[config.mk]
export PLATFORM = sky130hd
export DESIGN_NAME = mash_sdm
export DESIGN_NICKNAME = d
export VERILOG_FILES = /design/src/rtl/mash_pkg.sv /design/src/rtl/mash_stage.sv /design/src/rtl/mash_combine.sv /design/src/rtl/mash_sdm.sv
export SDC_FILE = /design/constraint.sdc
export NUM_CORES = 1
export LEC_CHECK = 0
export ABC_AREA = 1
export CORE_UTILIZATION = 23
export DETAILED_ROUTE_END_ITERATION = 10
export DONT_BUFFER_PORTS = 1
export PLACE_DENSITY_LB_ADDON = 0.12
export SYNTH_ARGS = -nofsm -noshare
export SYNTH_HDL_FRONTEND = slang
export SYNTH_SLANG_ARGS = --single-unit
export TNS_END_PERCENT = 100
[constraint.sdc]
create_clock -name clk_i -period 6.8 [get_ports clk_i]
set_input_delay 1.02 -clock clk_i [delete_from_list [all_inputs] [get_ports clk_i]]
set_output_delay 1.02 -clock clk_i [all_outputs]
set_load 0.05 [all_outputs]
[src/rtl/mash_pkg.sv]
package mash_pkg;

  // n choose r, small arguments only
  function automatic int binom(input int n, input int r);
    int v;
    v = 1;
    for (int i = 0; i < r; i++) begin
      v = (v * (n - i)) / (i + 1);
    end
    return v;
  endfunction

  // weight of delayed copy j of stage k: coefficients of (1 - z^-1)^k
  function automatic int tap_weight(input int k, input int j);
    return ((j % 2) == 1) ? -binom(k, j) : binom(k, j);
  endfunction

  // largest reachable output for a given stage count
  function automatic int out_max(input int order);
    int s;
    s = 0;
    for (int k = 0; k < order; k++)
      for (int j = 0; j <= k; j++)
        if (tap_weight(k, j) > 0) s += tap_weight(k, j);
    return s;
  endfunction

  // smallest reachable output for a given stage count
  function automatic int out_min(input int order);
    int s;
    s = 0;
    for (int k = 0; k < order; k++)
      for (int j = 0; j <= k; j++)
        if (tap_weight(k, j) < 0) s += tap_weight(k, j);
    return s;
  endfunction

endpackage

[src/rtl/mash_stage.sv]
module mash_stage #(
  parameter int unsigned ACC_W   = 32,
  parameter int unsigned DLY     = 0,
  parameter int unsigned TAP_W   = 4,
  parameter int unsigned RST_VAL = 0
) (
  input  logic             clk_i,
  input  logic             rst_ni,
  input  logic             en_i,
  input  logic [ACC_W-1:0] addend_i,
  output logic [ACC_W-1:0] sum_o,
  output logic [TAP_W-1:0] taps_nxt_o
);

  logic [ACC_W-1:0] acc_q, acc_d;
  logic [DLY:0]     tap_q, tap_d;
  logic [ACC_W:0]   wide;

  always_comb begin
    wide     = {1'b0, acc_q} + {1'b0, addend_i};
    acc_d    = wide[ACC_W-1:0];
    tap_d[0] = wide[ACC_W];
    for (int j = 1; j <= int'(DLY); j++) begin
      tap_d[j] = tap_q[j-1];
    end
  end

  assign sum_o      = acc_d;
  assign taps_nxt_o = TAP_W'(tap_d);

  always_ff @(posedge clk_i or negedge rst_ni) begin
    if (!rst_ni) begin
      acc_q <= ACC_W'(RST_VAL);
      tap_q <= '0;
    end else if (en_i) begin
      acc_q <= acc_d;
      tap_q <= tap_d;
    end
  end

  // accumulator plus carry equals previous value plus addend
  a_r3_acc_step: assert property (@(posedge clk_i) disable iff (!rst_ni)
    en_i |=> ({tap_q[0], acc_q} == ($past({1'b0, acc_q}) + $past({1'b0, addend_i}))));

  // no movement without a step
  a_r2_acc_idle: assert property (@(posedge clk_i) disable iff (!rst_ni)
    !en_i |=> ($stable(acc_q) && $stable(tap_q)));

  generate
    if (DLY > 0) begin : g_shift_chk
      // each delayed copy takes the previous younger copy
      a_r4_shift: assert property (@(posedge clk_i) disable iff (!rst_ni)
        en_i |=> (tap_q[DLY:1] == $past(tap_q[DLY-1:0])));
    end
  endgenerate

endmodule

[src/rtl/mash_combine.sv]
module mash_combine
  import mash_pkg::*;
#(
  parameter int unsigned ORDER = 4,
  parameter int unsigned OUT_W = 5
) (
  input  logic [ORDER-1:0]        taps_i [ORDER],
  output logic signed [OUT_W-1:0] dq_o
);

  int total;

  always_comb begin
    total = 0;
    for (int k = 0; k < int'(ORDER); k++) begin
      for (int j = 0; j <= k; j++) begin
        if (taps_i[k][j]) total += tap_weight(k, j);
      end
    end
    dq_o = OUT_W'(total);
  end

endmodule

[src/rtl/mash_sdm.sv]
module mash_sdm
  import mash_pkg::*;
#(
  parameter int unsigned ACC_W = 32,
  parameter int unsigned ORDER = 4,
  parameter int unsigned OUT_W = 5
) (
  input  logic             clk_i,
  input  logic             rst_ni,
  input  logic             step_en_i,
  input  logic [ACC_W-1:0] frac_i,
  output logic [OUT_W-1:0] dq_o
);

  localparam int DQ_MAX = out_max(int'(ORDER));
  localparam int DQ_MIN = out_min(int'(ORDER));

  // reset: asserted asynchronously, released on the clock
  logic [1:0] rst_sync_q;
  logic       rst_n_s;

  always_ff @(posedge clk_i or negedge rst_ni) begin
    if (!rst_ni) rst_sync_q <= 2'b00;
    else         rst_sync_q <= {rst_sync_q[0], 1'b1};
  end
  assign rst_n_s = rst_sync_q[1];

  logic [ACC_W-1:0] sums     [ORDER];
  logic [ORDER-1:0] taps_nxt [ORDER];

  generate
    for (genvar k = 0; k < int'(ORDER); k++) begin : g_stage
      logic [ACC_W-1:0] addend;
      if (k == 0) begin : g_first
        assign addend = frac_i;
      end else begin : g_next
        assign addend = sums[k-1];
      end
      mash_stage #(
        .ACC_W  (ACC_W),
        .DLY    (k),
        .TAP_W  (ORDER),
        .RST_VAL((k == 0) ? 1 : 0)
      ) u_stage (
        .clk_i     (clk_i),
        .rst_ni    (rst_n_s),
        .en_i      (step_en_i),
        .addend_i  (addend),
        .sum_o     (sums[k]),
        .taps_nxt_o(taps_nxt[k])
      );
    end
  endgenerate

  logic signed [OUT_W-1:0] dq_d;
  logic        [OUT_W-1:0] dq_q;

  mash_combine #(
    .ORDER(ORDER),
    .OUT_W(OUT_W)
  ) u_combine (
    .taps_i(taps_nxt),
    .dq_o  (dq_d)
  );

  always_ff @(posedge clk_i or negedge rst_n_s) begin
    if (!rst_n_s)       dq_q <= '0;
    else if (step_en_i) dq_q <= dq_d;
  end

  assign dq_o = dq_q;

  // output frozen between steps
  a_r2_hold: assert property (@(posedge clk_i) disable iff (!rst_n_s)
    !step_en_i |=> $stable(dq_o));

  // output within the weight-derived range
  a_r7_range: assert property (@(posedge clk_i) disable iff (!rst_n_s)
    (($signed(dq_o) >= DQ_MIN) && ($signed(dq_o) <= DQ_MAX)));

  // registered output takes the combined value of the sampled step
  a_r9_latency: assert property (@(posedge clk_i) disable iff (!rst_n_s)
    step_en_i |=> (dq_o == $past(dq_d)));

  // output is zero in the first cycle after reset release
  a_r1_reset_out: assert property (@(posedge clk_i)
    $rose(rst_n_s) |-> (dq_o == '0));

endmodule

# Yosys cells after proc, flatten, opt, wreduce, memory -nomap -nowiden
# Cells that the tools add are included.
[totals]
wordCells = 32
in_bits = 35
ff_bits = 141
[classes]
n_mux = 10
addsub = 13
[ops]
columns = ["cell", "count"]
rows = [
  ["$add A32 B32 Y33", 4],
  ["$mux W5", 8],
  ["$add A5 B2 Y5 const B", 4],
  ["$add A5 B3 Y5 const B", 2],
  ["$add A5 B1 Y5 const B", 1],
  ["$add A3 B1 Y4 const B", 1],
  ["$add A1 B1 Y2 const B", 1],
  ["$mux W2", 1],
  ["$mux W1", 1],
]

# Logic depth before layout (Yosys ltp)
# Gate-level depths: netlist of run 1.
[logic_depth]
depth_word = 20
ltp_mapped = 60
mapped_depth_nobuf = 60

# Modules after synthesis
# Synthesis of run 1 repeated with hierarchy kept, for this count alone.
[unflattened]
cells_unflattened = 2868
hier_area_um2 = 16405.7
[by_module_without_submodules]
columns = ["module", "instances", "area_per_inst_um2", "seq_area_each_um2", "cells_per_inst"]
rows = [
  ["mash_stage at g_stage[3].u_stage", 1, 3818.7, 875.8, 661],
  ["mash_stage at g_stage[2].u_stage", 1, 3804.9, 850.8, 662],
  ["mash_stage at g_stage[1].u_stage", 1, 3708.6, 825.8, 655],
  ["mash_stage at g_stage[0].u_stage", 1, 3689.8, 802.0, 644],
  ["mash_combine", 1, 1144.8, 0.0, 222],
  ["mash_sdm", 1, 239.0, 175.2, 24],
]

# Worst setup path after synthesis of run 1
# No wires, ideal clock.
[synth_path]
kind = "input port to flip-flop"
startpoint = "in frac_i[0]"
endpoint = "reg dq_q[4] (netlist: dq_o[4])"
setup_time_ps = 118
path_buffers = 0
cell_stages = 53
slack_ps = -1429
arrival_ps = 8111
t_required_ps = 6682
path_cell_list = "ha_1 > inv_1 > fa_1 > o21ai_2 > nand2_1 > o211ai_1 > a21oi_1 > o21ai_1 > nand3_1 > nand2_1 > a21oi_1 > o21ai_0 > a21boi_1 > o21ai_0 > xor2_1 > ha_1 > nand2_1 > nor2_1 > [... 17 more ...] > inv_1 > nand2_1 > nand2_1 > inv_2 > nand2_1 > nand3_1 > nand2_1 > ha_1 > or2_2 > nand2_1 > clkinv_1 > ha_1 > nand2_1 > nor2_1 > nand2_1 > nand2_1 > nand3_1 > nand2_1"
[synth_rtl]
columns = ["element", "line", "source"]
rows = [
  ["from (decl)", "mash_sdm.sv:11", "input logic [ACC_W-1:0] frac_i,"],
  ["$add A32 B32 Y33 *", "mash_stage.sv:20", "wide = {1'b0, acc_q} + {1'b0, addend_i};"],
  ["via g_stage[0].u_stage.sum_o[26]", "mash_stage.sv:11", "output logic [ACC_W-1:0] sum_o,"],
  ["$add A32 B32 Y33 *", "mash_stage.sv:20", ""],
  ["via g_stage[1].u_stage.sum_o[29]", "mash_stage.sv:11", ""],
  ["$add A32 B32 Y33 *", "mash_stage.sv:20", ""],
  ["via g_stage[2].u_stage.sum_o[31]", "mash_stage.sv:11", ""],
  ["$add A32 B32 Y33 *", "mash_stage.sv:20", ""],
  ["$mux W5 *", "mash_combine.sv:17", "if (taps_i[k][j]) total += tap_weight(k, j);"],
  ["$add A5 B3 Y5", "mash_combine.sv:17", ""],
  ["$mux W5 *", "mash_combine.sv:17", ""],
  ["$add A5 B3 Y5", "mash_combine.sv:17", ""],
  ["$mux W5 *", "mash_combine.sv:17", ""],
  ["$add A5 B1 Y5", "mash_combine.sv:17", ""],
  ["$mux W5 *", "mash_combine.sv:17", ""],
  ["to (signal assigned)", "mash_sdm.sv:68", "else if (step_en_i) dq_q <= dq_d;"],
  ["to (decl)", "mash_sdm.sv:56", "logic [OUT_W-1:0] dq_q;"],
]
# The timed path passes the listed nets; every way through them passes the cells marked *.
# A chain may end at the register's enable or synchronous reset.

# Worst setup path in the final report of run 1
[layout_path]
startpoint = "reg g_stage[0].u_stage.acc_q[0]"
endpoint = "reg dq_q[1] (netlist: dq_o[1])"
[layout_rtl]
columns = ["element", "line", "source"]
rows = [
  ["from (decl)", "mash_stage.sv:15", "logic [ACC_W-1:0] acc_q, acc_d;"],
  ["from (signal assigned)", "mash_stage.sv:33", "acc_q <= ACC_W'(RST_VAL);"],
  ["$add A32 B32 Y33 *", "mash_stage.sv:20", ""],
  ["via g_stage[0].u_stage.sum_o[10]", "mash_stage.sv:11", ""],
  ["$add A32 B32 Y33 *", "mash_stage.sv:20", ""],
  ["via g_stage[1].u_stage.sum_o[19]", "mash_stage.sv:11", ""],
  ["$add A32 B32 Y33 *", "mash_stage.sv:20", ""],
  ["via g_stage[2].u_stage.sum_o[25]", "mash_stage.sv:11", ""],
  ["$add A32 B32 Y33 *", "mash_stage.sv:20", ""],
  ["$mux W5 *", "mash_combine.sv:17", ""],
  ["$add A5 B3 Y5", "mash_combine.sv:17", ""],
  ["$mux W5 *", "mash_combine.sv:17", ""],
  ["$add A5 B3 Y5", "mash_combine.sv:17", ""],
  ["$mux W5 *", "mash_combine.sv:17", ""],
  ["$add A5 B1 Y5", "mash_combine.sv:17", ""],
  ["$mux W5 *", "mash_combine.sv:17", ""],
]
# Marks and branches as above.

==> reports/results.txt, run 1 <==
slowest stage delay, CP - 550 ps
worst r2r src - g_stage[0].u_stage.acc_q[0]$_DFFE_PN1P_
clock root buffer - clkbuf_16
setup skew after layout - 8.83 ps
Std-Cell Rows - 84
Yosys reg bits - 141
synthesized cell area - 0.0123 sq mm
register area share after synthesis - 28.8%
vias in the first global route - 12963
worst setup path startpoint - g_stage[0].u_stage.acc_q[0]$_DFFE_PN1P_
H-tree Lvls - 4
fin worst setup slack - -869 ps
number of DRC markers in iteration 0 - 556
CP Class - reg2reg
Main synth FF type - dfrtp_1
synth-to-layout area growth - 56.7%
clock buffer depth - 2
Post-synth EDFFs - 0
Final Cycle Share - 113%
Max Cap Violations - 0
Final Hold Viols - 0
DPL Wire Length - 28100 microns
CTS Hold Bufs - 0
failing checks - negative setup slack
wire length per cell - 13.2 microns
critical path endpoint category - flop
I/O pin cnt - 40
Critical Path RT - 7170 ps
Worst Tran Pin Value - 940 ps
total routed wirelength - 39200 microns
Die X - 233 microns
max-slew violations - 0
outcome - complete, but fails checks
clock transition at the registers of the reported paths - 60 ps
relative slew slack - 37.3%
DR vias/cell - 4.28
min-delay worst type - in2async
max frequency - 130 MHz
Post-Syn Area per Cell - 7.03 sq um
synth unique cells - 52
Critical Path Start Type - flop
post-synthesis async set-or-reset flop share - 100%
Die H - 233 microns
clk sink count - 141
Die ar. - 0.0543 sq mm
Synth warnings - 0
core area - 0.0527 sq mm
Critical Path Fanout Max - 4
commonest non-fill, non-tap cell in the layout - nand2_1
largest net degree at the start of global routing - 111
RSZ-0062 raised after global routing - true
hold slack - 227 ps
Crit-path slowest cell - dfstp_2
initial antenna violation count - 0
PortBufs - 0
fin nets - 2446
first-pass GRT wire length - 64400 microns
fin crit period - 7670 ps
Diodes inserted - 0
Tot GR Track Use - 15.0%
arrival time at the worst endpoint - 8040 ps
Initial Util - 23.3%
Vias - 12691
Post-Syn Instances - 1745
Setup-failing EPs final - 5
CTS tree - built
routability cong. - 0.859
syn nets - 1926
Num CTS Buffers - 17
grt ovf - 0
DRC viols - 0
Skew-Pair Late Insertion Delay - 480 ps
Routed Antenna Nets - 0
share of cells above drive strength 1 - 37.4%
commonest non-fill, non-tap cells in the layout - nand2_1 (558), buf_4 (528), inv_1 (162), dfrtp_1 (139), a21oi_1 (106)
Pre-antenna DRT Iters - 5
==> worst max-delay path: cells and delay by family, from the launching register on <==
| family | cells | cell delay [ps] |
|---|---|---|
| flip-flops | 1 | 550 |
| XOR/XNOR | 3 | 680 |
| AND/OR/NAND/NOR | 16 | 1500 |
| adder cells (fa/ha/maj) | 7 | 1840 |
| buffers and inverters | 11 | 1100 |
| AO/OA/AOI/OAI | 14 | 1860 |
==> layout make-up <==
class                      count  area (sq um)
timing repair buffer         531          4000
fill                        5455         33400
multi-input combinational   1396          9520
tap                          688           861
clock inverter                14           216
sequential                   141          3530
inverter                     178           673
clock buffer                  18           429
==> state kept, by name, indices dropped and copies added, names as in the netlist <==
| register | count |
|---|---|
| rst_sync_q | 2 |
| dq_o | 5 |
| g_stage.u_stage.tap_q | 6 |
| g_stage.u_stage.acc_q | 128 |
==> repair_timing <==
item                       in CTS  in global routing
setup buffers                  78                 22
gates resized for setup       167                109
setup endpoints to repair      11                 18
pin swaps                     123                 58
==> metrics by stage <==
stage / std cells / util (%) / TNS [ps] / area [sq um] / worst slack [ps]
detailed placement: 2835 / 31.2 / -17370 / 16400 / -2220
CTS: 2944 / 35.1 / -4010 / 18500 / -909
global route: 2966 / 36.5 / -6910 / 19200 / -1320
floorplan: 1745 / - / -3930 / 12400 / -965
finish: 2966 / 36.5 / -3870 / 19200 / -869
global placement: 2835 / 31.2 / -16890 / 16400 / -2200
==> worst paths after layout <==
| check | endpoint | slack [ps] | cells past startpoint |
|---|---|---|---|
| setup reg to reg | dq_o[1]$_DFFE_PN0P_ | -870 | 51 |
| setup / recovery | dq_o[1]$_DFFE_PN0P_ | -870 | 51 |
| hold / removal | rst_sync_q[1]$_DFF_PN0_ | 230 | 0 |
| hold reg to reg | rst_sync_q[1]$_DFF_PN0_ | 350 | 0 |
| max in group asynchronous | g_stage[0].u_stage.acc_q[22]$_DFFE_PN0P_ | 5210 | 1 |
| min in group clk_i | rst_sync_q[1]$_DFF_PN0_ | 350 | 0 |
==> routing by layer <==
| layer | vias to the layer above | GRT usage (%) | part of all wire, % |
|---|---|---|---|
| met5 | - | 0 | 0 |
| met4 | 0 | 5.15 | 2.1 |
| met3 | 43 | 2.99 | 2.1 |
| met2 | 93 | 24.9 | 46 |
| met1 | 5846 | 19.3 | 49 |
| li1 | 6709 | - | - |
==> cells in the mapped netlist (5+ instances only) <==
master    instances  area share (%)
nand4_1           8            0.41
fa_1              5            0.82
nand2_2           8            0.41
a21oi_1         138             5.6
and2_1            8            0.41
nor2_1           98             3.0
nand3_1          57             2.3
dfrtp_1         140              29
o21ai_2           7            0.50
xor2_1           66             4.7
o21ai_0          75             3.1
a21boi_1          5            0.31
ha_1            141              14
o21bai_1         13            0.80
a31oi_1          24             1.2
a21o_1            6            0.37
nand2_1         617              19
clkbuf_1         28            0.86
inv_1           172             5.3
nand3_2           5            0.41
nor3_1           14            0.57
xnor2_1          40             2.9
o21ai_1           7            0.29
or2_2             9            0.46
o21a_1            8            0.49
==> logic make-up after synthesis <==
family,synth area share (%)
compound gates,14.2
xor+xnor,7.57
fa+ha+maj,15.2
buf+inv,6.39
flops,28.8
other cells,0.0306
simple gates,27.8
Power of run 1 is left out: the tool's default activity adds up to more than one toggle a clock period on the data nets, which glitch-free logic cannot reach.
==> run 2, diff against run 1 <==
clock period = 6.5 ns   (was 6.8 ns; I/O delays follow)
==> reports/results.txt, run 2 (synthesized netlist as in run 1, its figures left out) <==
Critical Path Start Type - primary input
relative slew slack - 31.0% (-6.3 points)
hold slack - 167 ps (-60.0 ps)
DRC viols - 0 (unchanged)
slowest stage delay, CP - 430 ps (-120 ps)
H-tree Lvls - 4 (unchanged)
arrival time at the worst endpoint - 7990 ps (-50 ps)
max-slew violations - 0 (unchanged)
Num CTS Buffers - 17 (unchanged)
setup skew after layout - 7.08 ps (-1.75 ps)
Routed Antenna Nets - 0 (unchanged)
min-delay worst type - in2async
number of DRC markers in iteration 0 - 408 (-27%)
RSZ-0062 raised after global routing - true
Setup-failing EPs final - 11 (+6)
CTS tree - built
I/O pin cnt - 40 (unchanged)
fin worst setup slack - -1100 ps (-231 ps)
Worst Tran Pin Value - 1030 ps (+94.6 ps)
PortBufs - 0 (unchanged)
pre-CTS setup slack - -2310 ps (-90.3 ps)
Std-Cell Rows - 84 (unchanged)
max frequency - 132 MHz
Diodes inserted - 0 (unchanged)
DR vias/cell - 4.26 (-0.42%)
initial antenna violation count - 0 (unchanged)
wire length per cell - 13.4 microns (+1.3%)
total routed wirelength - 39900 microns (+1.9%)
CTS Hold Bufs - 0 (unchanged)
Die H - 233 microns (unchanged)
Layout Cells excl Fill - 2981 (+0.51%)
Skew-Pair Late Insertion Delay - 490 ps (about the same)
DPL Wire Length - 28100 microns (+0.10%)
Vias - 12702 (+0.087%)
clock root buffer - clkbuf_16
Crit-path slowest cell - or4_4
synth-to-layout area growth - 64.6%
max reg flops - 128 (unchanged)
commonest non-fill, non-tap cell in the layout - nand2_1
outcome - complete, but fails checks
Largest Register - g_stage.u_stage.acc_q
Tot GR Track Use - 15.5% (+0.49 points)
R2R setup slack - -1100 ps (-230 ps)
Max Cap Violations - 0 (unchanged)
Critical Path Fanout Max - 4 (unchanged)
commonest non-fill, non-tap cells in the layout - nand2_1 (547), buf_4 (517), inv_1 (154), dfrtp_1 (139), a21oi_1 (89)
Pre-antenna DRT Iters - 5 (unchanged)
core area - 0.0527 sq mm (unchanged)
Critical Path RT - 6880 ps (-290 ps)
routability cong. - 0.836 (-2.6%)
share of cells above drive strength 1 - 41.2% (+3.8 points)
clk sink count - 141 (unchanged)
CP Class - in2reg
grt ovf - 0 (unchanged)
Cells after DPL - 2836 (+0.035%)
Final Hold Viols - 0 (unchanged)
critical path endpoint category - flop
Placed Area - 0.0164 sq mm (about the same)
failing checks - negative setup slack
Die X - 233 microns (unchanged)
vias in the first global route - 13535 (+4.4%)
Design Area, Final - 0.0202 sq mm (+5.0%)
first-pass GRT wire length - 66700 microns (+3.4%)
fin crit period - 7600 ps
Final Cycle Share - 117%
clock transition at the registers of the reported paths - 70 ps (about the same)
fin nets - 2461 (+0.61%)
Top cell by count, worst path - nand2_2
Initial Util - 23.3% (unchanged)
Die ar. - 0.0543 sq mm (unchanged)
largest net degree at the start of global routing - 111 (unchanged)
clock buffer depth - 2 (unchanged)
==> run 2: cell count changes in the layout (fill, tap and decap cells not counted), sizes merged <==
| cell | change |
|---|---|
| clkinv | +3 |
| inv | -3 |
| clkbuf | +3 |
| clkinvlp | -1 |
| buf | +15 |
| bufinv | -2 |
==> run 2: worst max-delay path, delay by kind of cell <==
kind,cells,cell delay [ps]
and+or+nand+nor,31,3320
buffers and inverters,6,600
xor gates and xnor gates,2,210
AOI/OAI and AO/OA,10,1280
adders and majority gates,6,1540
==> run 2: per-layer routing <==
layer / up-vias / GRT usage, % / part of all wire [%] / routed length [microns]
met1: 5802 / 19.9 / 49 / 19600
met3: 58 / 3.20 / 2.1 / 856
li1: 6746 / - / - / -
met2: 96 / 25.3 / 46 / 18400
met4: 0 / 6.27 / 2.6 / 1030
met5: - / 0 / 0 / 0
==> run 2: area by class of cell <==
class	count	area (sq um)
tap	688	861
fill	5355	32500
multi-input combinational	1396	10300
clock inverter	11	141
sequential	141	3530
inverter	178	678
timing repair buffer	546	4220
clock buffer	21	470
==> run 2: final timing paths <==
path / from / endpoint / cells past startpoint
worst max-delay path: frac_i[5] / dq_o[4]$_DFFE_PN0P_ / 55
worst min-delay path: rst_ni / rst_sync_q[1]$_DFF_PN0_ / 0
worst max register to register: g_stage[0].u_stage.acc_q[0]$_DFFE_PN1P_ / dq_o[4]$_DFFE_PN0P_ / 54
worst min register to register: rst_sync_q[1]$_DFF_PN0_ / g_stage[3].u_stage.acc_q[0]$_DFFE_PN0P_ / 0
max in group asynchronous: rst_sync_q[1]$_DFF_PN0_ / g_stage[0].u_stage.acc_q[29]$_DFFE_PN0P_ / 1
min in group clk_i: rst_sync_q[0]$_DFF_PN0_ / rst_sync_q[1]$_DFF_PN0_ / 0
==> run 2: repair_timing <==
action,CTS,global route
resized for setup,251,175
pin swaps,144,108
setup buffers,121,21
setup endpoints to repair,16,23
==> run 2: stage by stage <==
step	utilization, %	setup TNS [ps]
detailed placement	31.2	-19730
floorplan	-	-5210
global route	38.4	-12900
finish	38.4	-6260
global placement	31.2	-19540
CTS	36.4	-8580
Power of run 2 is left out for the same reason.
==> run 3, diff against run 2 <==
--- a/config.mk
+++ b/config.mk
@@ -8,4 +8,5 @@
 export ABC_AREA = 1
 export CORE_UTILIZATION = 23
+export CTS_BUF_LIST = sky130_fd_sc_hd__clkbuf_4
 export DETAILED_ROUTE_END_ITERATION = 10
 export DONT_BUFFER_PORTS = 1
==> constraint.sdc (replaced) <==
create_clock -name clk_i -period 6.5 [get_ports clk_i]
set_input_delay 1.3 -clock clk_i [delete_from_list [all_inputs] [get_ports clk_i]]
set_output_delay 1.3 -clock clk_i [all_outputs]
set_load 0.05 [all_outputs]
==> reports/results.txt, run 3 (synthesized netlist as in run 1, its figures left out) <==
CP Class - in2reg
synth-to-layout area growth - 64.5% (about the same)
critical path endpoint category - flop
commonest non-fill, non-tap cell in the layout - nand2_1
Largest Register - g_stage.u_stage.acc_q
Die X - 233 microns (unchanged)
Initial Util - 23.3% (unchanged)
worst setup path startpoint - frac_i[2]
DRC viols - 0 (unchanged)
clock transition at the registers of the reported paths - 140 ps (+70 ps)
Layout Cells excl Fill - 3010 (+0.97%)
max-slew violations - 0 (unchanged)
Top cell by count, worst path - buf_4
relative slew slack - 46.0% (+15 points)
CTS Hold Bufs - 0 (unchanged)
share of cells above drive strength 1 - 41.9% (+0.67 points)
max frequency - 126 MHz (-4.2%)
arrival time at the worst endpoint - 8580 ps (+590 ps)
fin nets - 2489 (+1.1%)
Critical Path RT - 7150 ps (+270 ps)
Final Hold Viols - 0 (unchanged)
Cells after DPL - 2846 (+0.35%)
hold slack - 242 ps (+75.8 ps)
slowest stage delay, CP - 420 ps (about the same)
Tot GR Track Use - 15.4% (-0.17 points)
core area - 0.0527 sq mm (unchanged)
initial antenna violation count - 1 (+1)
failing checks - negative setup slack
Skew-Pair Late Insertion Delay - 740 ps (+250 ps)
Die ar. - 0.0543 sq mm (unchanged)
fin worst setup slack - -1430 ps (-331 ps)
Routed Antenna Nets - 0 (unchanged)
CTS tree - built
clock root buffer - clkbuf_4
Num CTS Buffers - 17 (unchanged)
setup skew after layout - 24.6 ps (+17.5 ps)
Std-Cell Rows - 84 (unchanged)
DR vias/cell - 4.29 (+0.69%)
clk sink count - 141 (unchanged)
I/O pin cnt - 40 (unchanged)
vias in the first global route - 13413 (-0.90%)
min-delay worst type - in2async
Worst Tran Pin Value - 810 ps (-224 ps)
Final Cycle Share - 122% (+5.1 points)
DPL Wire Length - 28000 microns (-0.51%)
max reg flops - 128 (unchanged)
Critical Path Start Type - primary input
first-pass GRT wire length - 65900 microns (-1.1%)
Crit-path slowest cell - or4_4
routability cong. - 0.897 (+7.2%)
commonest non-fill, non-tap cells in the layout - nand2_1 (540), buf_4 (530), inv_1 (155), dfrtp_1 (139), a21oi_1 (94)
post-layout util - 38.3% (about the same)
number of DRC markers in iteration 0 - 387 (-5.1%)
worst r2r src - g_stage[0].u_stage.acc_q[0]$_DFFE_PN1P_
total routed wirelength - 40300 microns (+0.99%)
outcome - complete, but fails checks
Setup-failing EPs final - 10 (-1)
H-tree Lvls - 4 (unchanged)
clock buffer depth - 2 (unchanged)
wire length per cell - 13.4 microns (about the same)
Pre-antenna DRT Iters - 5 (unchanged)
fin crit period - 7930 ps (+331 ps)
Reg2Reg Depth - 51 (-5.6%)
PortBufs - 0 (unchanged)
Vias - 12914 (+1.7%)
grt ovf - 0 (unchanged)
TNS Setup - -7400 ps (-1140 ps)
RSZ-0062 raised after global routing - true
Fillers - 5432 (+1.4%)
largest net degree at the start of global routing - 111 (unchanged)
Die H - 233 microns (unchanged)
Critical Path Fanout Max - 4 (unchanged)
Max Cap Violations - 0 (unchanged)
==> run 3: cell types whose count changed in the layout (fill, tap and decap cells not counted), moves of 8 or more <==
cell / before / now
buf_6: 28 / 43
o21ai_0: 53 / 45
nand2_2: 61 / 70
clkbuf_16: 17 / 0
buf_4: 517 / 530
clkbuf_4: 0 / 18
==> run 3: timing repair <==
item                                    4_1_cts  5_1_grt
buffers inserted                            111       31
pin swaps                                   166      102
cloned                                        0        0
endpoints found under the setup margin       17       23
resized for setup                           246      200
==> run 3: worst paths after layout <==
kind                                                       endpoint  slack [ps]
hold reg to reg                             rst_sync_q[1]$_DFF_PN0_         360
setup / recovery           g_stage[2].u_stage.acc_q[31]$_DFFE_PN0P_       -1430
setup reg to reg           g_stage[2].u_stage.acc_q[31]$_DFFE_PN0P_       -1420
max in group asynchronous  g_stage[2].u_stage.acc_q[16]$_DFFE_PN0P_        4810
hold / removal                              rst_sync_q[1]$_DFF_PN0_         240
min in group clk_i                          rst_sync_q[1]$_DFF_PN0_         360
==> run 3: area by class of cell <==
cell class              instances  area (sq um)  share of cell area [%]
diodes                          1          2.50                  0.0124
clock buffers                  18           135                   0.669
clock inverters                14           199                   0.986
inverters                     178           678                    3.36
multi-input cells            1396         10300                    51.0
flip-flops and latches        141          3530                    17.5
well taps                     688           861                    4.26
repair buffers                574          4480                    22.2
==> run 3: worst max-delay path, delay by kind of cell <==
family | cells | cell delay [ps]
xor gates and xnor gates | 1 | 210
AOI/OAI and AO/OA | 9 | 1190
buffers and inverters | 22 | 2700
adders and majority gates | 3 | 940
and+or+nand+nor | 20 | 2210
==> run 3: per-stage QoR <==
step / setup WS (ps) / instance area, sq um
global placement: -2550 / 16500
CTS: -1190 / 18800
finish: -1430 / 20200
floorplan: -1550 / 12400
detailed placement: -2580 / 16500
global route: -1820 / 20200
==> run 3: layer usage <==
metal | track usage [%] | part of all wire [%] | vias to the layer above
met5 | 0 | 0 | -
met4 | 4.23 | 1.6 | 0
met3 | 3.46 | 2.3 | 40
met2 | 25.5 | 47 | 88
met1 | 19.9 | 49 | 5978
li1 | - | - | 6808
Power of run 3 is left out for the same reason.
